==> src/rtl/vfb_pkg.sv <==
// Shared types and helpers for the dual-port frame buffer.
// Assumes: nothing beyond standard SystemVerilog.
package vfb_pkg;

    // Transfer controller phases: idle, row open (latch filled), copy into serial register.
    typedef enum logic [1:0] {
        XF_IDLE = 2'd0,
        XF_OPEN = 2'd1,
        XF_COPY = 2'd2
    } xfer_state_t;

    // Index width for a count, never below one bit.
    function automatic int idx_w(input int n);
        return (n > 1) ? $clog2(n) : 1;
    endfunction

endpackage

==> src/rtl/vfb_array.sv <==
// Storage array with a word-wide random port and a row-wide latch.
// Assumes: the caller only raises wr_en/rd_en when no transfer is active,
// and open_en is never raised in the same cycle as wr_en.
module vfb_array #(
    parameter int ROWS      = 8,
    parameter int ROW_BITS  = 64,
    parameter int WORD_BITS = 8,
    localparam int COLS     = ROW_BITS / WORD_BITS,
    localparam int ROW_W    = vfb_pkg::idx_w(ROWS),
    localparam int COL_W    = vfb_pkg::idx_w(COLS)
) (
    input  logic                 clk,
    input  logic                 rst_n,
    input  logic                 wr_en,
    input  logic                 rd_en,
    input  logic [ROW_W-1:0]     acc_row,
    input  logic [COL_W-1:0]     acc_col,
    input  logic [WORD_BITS-1:0] wdata,
    output logic [WORD_BITS-1:0] rdata,
    output logic                 rvalid,
    input  logic                 open_en,
    input  logic [ROW_W-1:0]     open_row,
    output logic [ROW_BITS-1:0]  row_latch
);

    logic [ROW_BITS-1:0] mem [ROWS];

    // Word write into the array; contents are not reset.
    always_ff @(posedge clk) begin
        if (wr_en) begin
            for (int c = 0; c < COLS; c++) begin
                if (acc_col == COL_W'(c)) begin
                    mem[acc_row][c*WORD_BITS +: WORD_BITS] <= wdata;
                end
            end
        end
    end

    // Registered word read for the random port.
    always_ff @(posedge clk) begin
        if (!rst_n) begin
            rdata  <= '0;
            rvalid <= 1'b0;
        end else begin
            rvalid <= rd_en;
            if (rd_en) begin
                for (int c = 0; c < COLS; c++) begin
                    if (acc_col == COL_W'(c)) begin
                        rdata <= mem[acc_row][c*WORD_BITS +: WORD_BITS];
                    end
                end
            end
        end
    end

    // Open a whole row into the row latch.
    always_ff @(posedge clk) begin
        if (!rst_n) begin
            row_latch <= '0;
        end else if (open_en) begin
            row_latch <= mem[open_row];
        end
    end

endmodule

==> src/rtl/vfb_xfer_ctrl.sv <==
// Row-transfer sequencer: holds a request until the random port is free,
// then opens the row (one cycle) and copies the latch (one cycle).
// Assumes: acc_req reflects a random access presented in the current cycle.
module vfb_xfer_ctrl #(
    parameter int ROW_W = 3,
    parameter int COL_W = 3
) (
    input  logic             clk,
    input  logic             rst_n,
    input  logic             xfr_req,
    input  logic [ROW_W-1:0] xfr_row,
    input  logic [COL_W-1:0] xfr_off,
    input  logic             acc_req,
    output logic             busy,
    output logic             open_en,
    output logic [ROW_W-1:0] open_row,
    output logic             load_en,
    output logic [COL_W-1:0] load_off
);
    import vfb_pkg::*;

    xfer_state_t      state;
    logic             pend;
    logic [ROW_W-1:0] pend_row;
    logic [COL_W-1:0] pend_off;
    logic [COL_W-1:0] cur_off;
    logic             start;
    logic [COL_W-1:0] go_off;

    // Start when idle, a request is present or pending, and no access is in flight.
    always_comb begin
        start    = (state == XF_IDLE) && (xfr_req || pend) && !acc_req;
        open_row = xfr_req ? xfr_row : pend_row;
        go_off   = xfr_req ? xfr_off : pend_off;
    end

    // Phase sequencing and capture of deferred requests.
    always_ff @(posedge clk) begin
        if (!rst_n) begin
            state    <= XF_IDLE;
            pend     <= 1'b0;
            pend_row <= '0;
            pend_off <= '0;
            cur_off  <= '0;
        end else begin
            if (start) begin
                pend    <= 1'b0;
                cur_off <= go_off;
            end else if (xfr_req) begin
                pend     <= 1'b1;
                pend_row <= xfr_row;
                pend_off <= xfr_off;
            end
            case (state)
                XF_IDLE: if (start) state <= XF_OPEN;
                XF_OPEN: state <= XF_COPY;
                default: state <= XF_IDLE;
            endcase
        end
    end

    // Phase decode toward the array and the serial register.
    always_comb begin
        busy     = (state != XF_IDLE);
        open_en  = start;
        load_en  = (state == XF_OPEN);
        load_off = cur_off;
    end

endmodule

==> src/rtl/vfb_serial.sv <==
// Serial register: loaded a full row at a time, stepped one word per strobe,
// wrapping from the last column to column zero.
// Assumes: ROW_BITS is a multiple of WORD_BITS.
module vfb_serial #(
    parameter int ROW_BITS  = 64,
    parameter int WORD_BITS = 8,
    localparam int COLS     = ROW_BITS / WORD_BITS,
    localparam int COL_W    = vfb_pkg::idx_w(COLS)
) (
    input  logic                 clk,
    input  logic                 rst_n,
    input  logic                 load_en,
    input  logic [ROW_BITS-1:0]  load_row,
    input  logic [COL_W-1:0]     load_off,
    input  logic                 shift_en,
    output logic [WORD_BITS-1:0] ser_data
);

    logic [ROW_BITS-1:0]  sreg;
    logic [COL_W-1:0]     ptr;
    logic [WORD_BITS-1:0] words [COLS];

    // Split the register into its words.
    for (genvar g = 0; g < COLS; g++) begin : g_word
        assign words[g] = sreg[g*WORD_BITS +: WORD_BITS];
    end

    // Row load overrides stepping; stepping wraps after the last column.
    always_ff @(posedge clk) begin
        if (!rst_n) begin
            sreg <= '0;
            ptr  <= '0;
        end else if (load_en) begin
            sreg <= load_row;
            ptr  <= load_off;
        end else if (shift_en) begin
            ptr <= (ptr == COL_W'(COLS - 1)) ? '0 : ptr + 1'b1;
        end
    end

    // Present the current word.
    always_comb begin
        ser_data = words[ptr];
    end

endmodule

==> src/rtl/vfb_top.sv <==
// Dual-port frame buffer: a random word port on the array plus a serial
// port fed by whole-row transfers. Random accesses are dropped while busy.
// Assumes: single shared clock, xfr_req is a one-cycle pulse.
module vfb_top #(
    parameter int ROWS      = 8,
    parameter int ROW_BITS  = 64,
    parameter int WORD_BITS = 8,
    localparam int COLS     = ROW_BITS / WORD_BITS,
    localparam int ROW_W    = vfb_pkg::idx_w(ROWS),
    localparam int COL_W    = vfb_pkg::idx_w(COLS)
) (
    input  logic                 clk,
    input  logic                 rst_n,
    input  logic                 rp_req,
    input  logic                 rp_we,
    input  logic [ROW_W-1:0]     rp_row,
    input  logic [COL_W-1:0]     rp_col,
    input  logic [WORD_BITS-1:0] rp_wdata,
    output logic [WORD_BITS-1:0] rp_rdata,
    output logic                 rp_rvalid,
    output logic                 rp_busy,
    input  logic                 xfr_req,
    input  logic [ROW_W-1:0]     xfr_row,
    input  logic [COL_W-1:0]     xfr_off,
    input  logic                 ser_en,
    output logic [WORD_BITS-1:0] ser_data
);

    if (ROW_BITS % WORD_BITS != 0) begin : g_bad_width
        $error("ROW_BITS must be a multiple of WORD_BITS");
    end

    logic                wr_en;
    logic                rd_en;
    logic                open_en;
    logic [ROW_W-1:0]    open_row;
    logic                load_en;
    logic [COL_W-1:0]    load_off;
    logic [ROW_BITS-1:0] row_latch;

    // Gate random requests with the transfer stall.
    always_comb begin
        wr_en = rp_req &&  rp_we && !rp_busy;
        rd_en = rp_req && !rp_we && !rp_busy;
    end

    vfb_xfer_ctrl #(.ROW_W(ROW_W), .COL_W(COL_W)) u_ctrl (
        .clk      (clk),
        .rst_n    (rst_n),
        .xfr_req  (xfr_req),
        .xfr_row  (xfr_row),
        .xfr_off  (xfr_off),
        .acc_req  (rp_req),
        .busy     (rp_busy),
        .open_en  (open_en),
        .open_row (open_row),
        .load_en  (load_en),
        .load_off (load_off)
    );

    vfb_array #(.ROWS(ROWS), .ROW_BITS(ROW_BITS), .WORD_BITS(WORD_BITS)) u_array (
        .clk       (clk),
        .rst_n     (rst_n),
        .wr_en     (wr_en),
        .rd_en     (rd_en),
        .acc_row   (rp_row),
        .acc_col   (rp_col),
        .wdata     (rp_wdata),
        .rdata     (rp_rdata),
        .rvalid    (rp_rvalid),
        .open_en   (open_en),
        .open_row  (open_row),
        .row_latch (row_latch)
    );

    vfb_serial #(.ROW_BITS(ROW_BITS), .WORD_BITS(WORD_BITS)) u_serial (
        .clk      (clk),
        .rst_n    (rst_n),
        .load_en  (load_en),
        .load_row (row_latch),
        .load_off (load_off),
        .shift_en (ser_en),
        .ser_data (ser_data)
    );

endmodule

==> config.mk <==
export PLATFORM = sky130hd
export DESIGN_NAME = vfb_top
export DESIGN_NICKNAME = d
export VERILOG_FILES = /design/src/rtl/vfb_pkg.sv /design/src/rtl/vfb_array.sv /design/src/rtl/vfb_xfer_ctrl.sv /design/src/rtl/vfb_serial.sv /design/src/rtl/vfb_top.sv
export SDC_FILE = /design/constraint.sdc
export NUM_CORES = 1
export LEC_CHECK = 0
export ABC_CLOCK_PERIOD_IN_PS = 2800
export BUFFER_PORTS_ARGS = -buffer_cell sky130_fd_sc_hd__buf_2
export CAP_MARGIN = 10
export CORE_MARGIN = 3
export CORE_UTILIZATION = 48
export CTS_CLUSTER_SIZE = 40
export DETAILED_ROUTE_END_ITERATION = 16
export GPL_ROUTABILITY_DRIVEN = 1
export PLACE_DENSITY = 0.67
export SETUP_SLACK_MARGIN = 0.4
export SYNTH_ARGS = -nofsm -noshare
export SYNTH_HDL_FRONTEND = slang
export SYNTH_SLANG_ARGS = --single-unit
==> constraint.sdc <==
create_clock -name clk -period 2.8 [get_ports clk]
set_input_delay 0.42 -clock clk [delete_from_list [all_inputs] [get_ports clk]]
set_output_delay 0.42 -clock clk [all_outputs]
set_load 0.02 [all_outputs]
==> results.py <==
metrics = {
    "sta": {
        "rsz0062_at_grt": "true",
        "finalSetupViolCount": 0,
        "timing.slew.headroom_pct": 41.48,
        "post-route-min-period_ns": 2.612,
        "tightest_slew_ns": 0.8686,
        "setup_ws_ns": 0.1879,
        "finalSetupTns_ns": 0,
        "final-hold-violation-count": 0,
        "fin_skew_ns": 0.02753,
        "fin_crit_sh_pct": 93.29,
        "fmax_ghz": 0.3828,
        "slew_violations": 0,
    },
    "floorplan": {
        "io_pins": 44,
        "die_width_um": 255.1,
        "initial_core_util_pct": 48.90,
        "die_y_um": 255.1,
        "core.rowCount": 90,
        "dieArea_um2": 65090,
        "core_area_um2": 60920,
    },
    "cells_and_area": {
        "drive_gt1_share_pct": 27.88,
        "stdcell_area_um2": 35020,
        "multi_input_area_um2": 10610,
        "fin_util_pct": 57.48,
        "n_fill_cell": 4676,
        "seqCellArea_um2": 18420,
        "fin_nets": 2277,
        "syn_to_final_growth_pct": 17.53,
        "fin_cells": 3136,
    },
    "pwr": {
        "sw_frac_of_total_pct": 24.38,
        "comb_power_share_pct": 11.7,
        "p_int_mw": 17.17,
        "p_switching_mw": 5.535,
        "pwr-share-seq_pct": 47.9,
        "powerDensity_nw_per_um2": 648.5,
        "clkPwrFrac_pct": 40.4,
        "leakage_nw": 12.08,
        "vdd_ir_drop_max_mv": 0.3416,
    },
    "critical_path": {
        "reg2reg_from": "u_ctrl.pend_row[0]",
        "cpMaxStageDelayCell": "mux4_2",
        "worstPathRequired_ns": 2.38,
        "worst_r2r_path_depth": 7,
        "critPathMaxStageDelay_ns": 0.55,
        "cp.depth": 4,
        "critPathLaunch": "u_serial.ptr[0]",
        "path_buf_inv": 2,
        "worstPathMaxFanout": 5,
        "start_kind": "register",
        "cp_top_family": "multiplexers",
        "criticalPathCategory": "register to output port",
        "path_cells": "buf_12, mux4_2, mux2_2, buf_4",
        "arrival_ns": 2.19,
        "end_kind": "output port",
    },
    "placement": {
        "place.gp.congestion": 1.001,
        "place_ws_ns": -0.1486,
        "numPortBuffers": 43,
        "dp_cells": 3001,
        "hpwl_um": 66190,
        "place_area_um2": 32610,
    },
    "global_routing": {
        "grt.total_usage_pct": 29.31,
        "grt_max_degree": 68,
        "grt_pass1_wl_um": 137400,
        "antenna_found_initial": 4,
        "grt_pass1_vias": 19940,
        "grt-ovfl-total": 0,
    },
    "clock_tree": {
        "htreeDepth": 3,
        "clock-root-buffer": "clkbuf_16",
        "post_cts_buffers": 0,
        "clk_pin_slew_worst_paths_ns": 0.06,
        "cts_tree": "done",
        "clk_latency_ns": 0.62,
        "clk_path_buf_depth": 3,
        "numCtsBuffers": 72,
        "cts.sinks": 664,
    },
    "synth": {
        "seq_area_frac_synth_pct": 61.82,
        "synthArstFlopShare_pct": 0,
        "ys_ff_latch": 664,
        "synth.cell_area_um2": 29790,
        "postSynthAreaPerCell_um2": 14.61,
        "syn_inst": 2039,
        "syn-num-nets": 2067,
        "yosysWarnings": 0,
        "synth_cell_types": 72,
        "synth_flop_cell": "edfxtp_1",
        "synth_edf_count": 512,
    },
    "flow_run": {
        "maxCapViolCount": 0,
    },
    "route": {
        "drt_iter0_drc": 3092,
        "antenna_left": 0,
        "drtPass1Iterations": 5,
        "vias": 20600,
        "drc_errors": 0,
        "viasPerCell": 6.570,
        "wire_per_inst_um": 30.43,
        "drt_wl_total_um": 95440,
    },
    "worst_hold_path": {
        "worstHoldPathCells": 3,
        "hp-start": "xfr_off[2]",
        "hp-class": "primary input to register",
    },
    "run_status": {
        "outcome": "finished, final reports clean",
    },
}
==> flip-flops by register name, indices dropped and copies added, names as in the netlist <==
| register | flops |
|---|---|
| u_serial.ptr | 3 |
| u_array.mem | 512 |
| u_serial.sreg | 64 |
| u_ctrl.pend | 1 |
| u_ctrl.load_off | 3 |
| u_ctrl.pend_row | 3 |
| u_array.row_latch | 64 |
| u_array.rdata | 8 |
| u_array.rvalid | 1 |
| u_ctrl.pend_off | 3 |
| u_ctrl.state | 2 |
==> final timing paths <==
path / slack (ns) / to
worst max-delay path: 0.19 / ser_data[2]
worst min-delay path: 0.10 / u_ctrl.pend_off[2]
worst max register to register: 0.47 / u_array.row_latch[8]
worst min register to register: 0.45 / u_serial.sreg[15]
==> placed cells by master (no fill, tap or decap), drive strengths merged, types with 58 or more instances in the layout <==
cell and instances:
mux4 166, mux2i 128, nor2 179, a211oi 82, a21oi 117, edfxtp 512, clkbuf 97, dfxtp 152
mux2 58, buf 300, nand2 179
==> Yosys cell counts, types with 34 or more instances <==
library cell  instances  area (um^2)
a21oi_1             117        585.6
a211oi_1             82        615.6
nor2_1              178        668.1
buf_2                62        310.3
dfxtp_1             152         3043
mux2_2               51        574.3
nand2_1             179        671.9
clkbuf_1             72        270.3
a221o_1              34        340.3
a221oi_1             38        332.8
edfxtp_1            512        15370
mux2i_1             128         1281
mux4_2              166         3739
==> metal layers <==
metal	routed length (um)	track usage, %	vias up	part of all wire [%]
li1	-	-	8564	-
met5	13	0	-	0.014
met1	36380	40.38	10350	38
met3	11920	7.723	227	12
met4	3659	11.16	2	3.8
met2	43470	45.09	1460	46
==> metrics by stage <==
| stage | power [mW] | hold WS [ns] |
|---|---|---|
| after global placement | 13.62 | 0.4371 |
| after detailed placement | 13.66 | 0.4448 |
| after CTS | 22.77 | 0.06933 |
| after global routing | 23.35 | 0.1101 |
| after floorplan | 12.49 | 0.4322 |
| final | 22.71 | 0.1004 |
==> tightest hold or removal path: stages <==
cell and delay (ns):
buf_2 0.11, nand3_1 0.07, a21oi_1 0.06
==> power by group through the flow <==
stage | registers, mW | clock network [mW] | logic (mW)
global placement | 11.1 | 0 | 2.56
floorplan | 11.0 | 0 | 1.46
global route | 10.9 | 9.68 | 2.80
detailed placement | 11.1 | 0 | 2.59
CTS | 10.9 | 9.29 | 2.61
finish | 10.9 | 9.17 | 2.67
==> final cells by class <==
class                   instances  share of cell area (%)
flip-flops and latches        664                   52.61
multi-input cells            1203                   30.29
repair buffers                301                   7.568
clock buffers                  96                   5.810
well taps                     828                   2.959
clock inverters                35                  0.6646
inverters                       7                 0.08218
diodes                          2                 0.01429
==> timing repair <==
item | in CTS | in global routing
endpoints found under the setup margin | 9 | 9
hold buffers | 0 | 0
gates resized for setup | 7 | 18
endpoints found under the hold margin | 0 | 0
gates cloned | 1 | 1
==> kinds of logic (layout without fill, tap and decap cells) <==
| group | after synthesis | count (layout) | synth area share, % |
|---|---|---|---|
| multiplexers | 352 | 352 | 19.05 |
| AO/OA/AOI/OAI | 423 | 423 | 10.17 |
| AND/OR/NAND/NOR | 425 | 425 | 5.985 |
| adder cells (fa/ha/maj) | 2 | 2 | 0.08398 |
| other | 0 | 2 | 0 |
| XOR/XNOR | 1 | 1 | 0.02940 |
| buffers and inverters | 172 | 439 | 2.856 |
| flip-flops | 664 | 664 | 61.82 |
(Power assumes the default switching activity.)
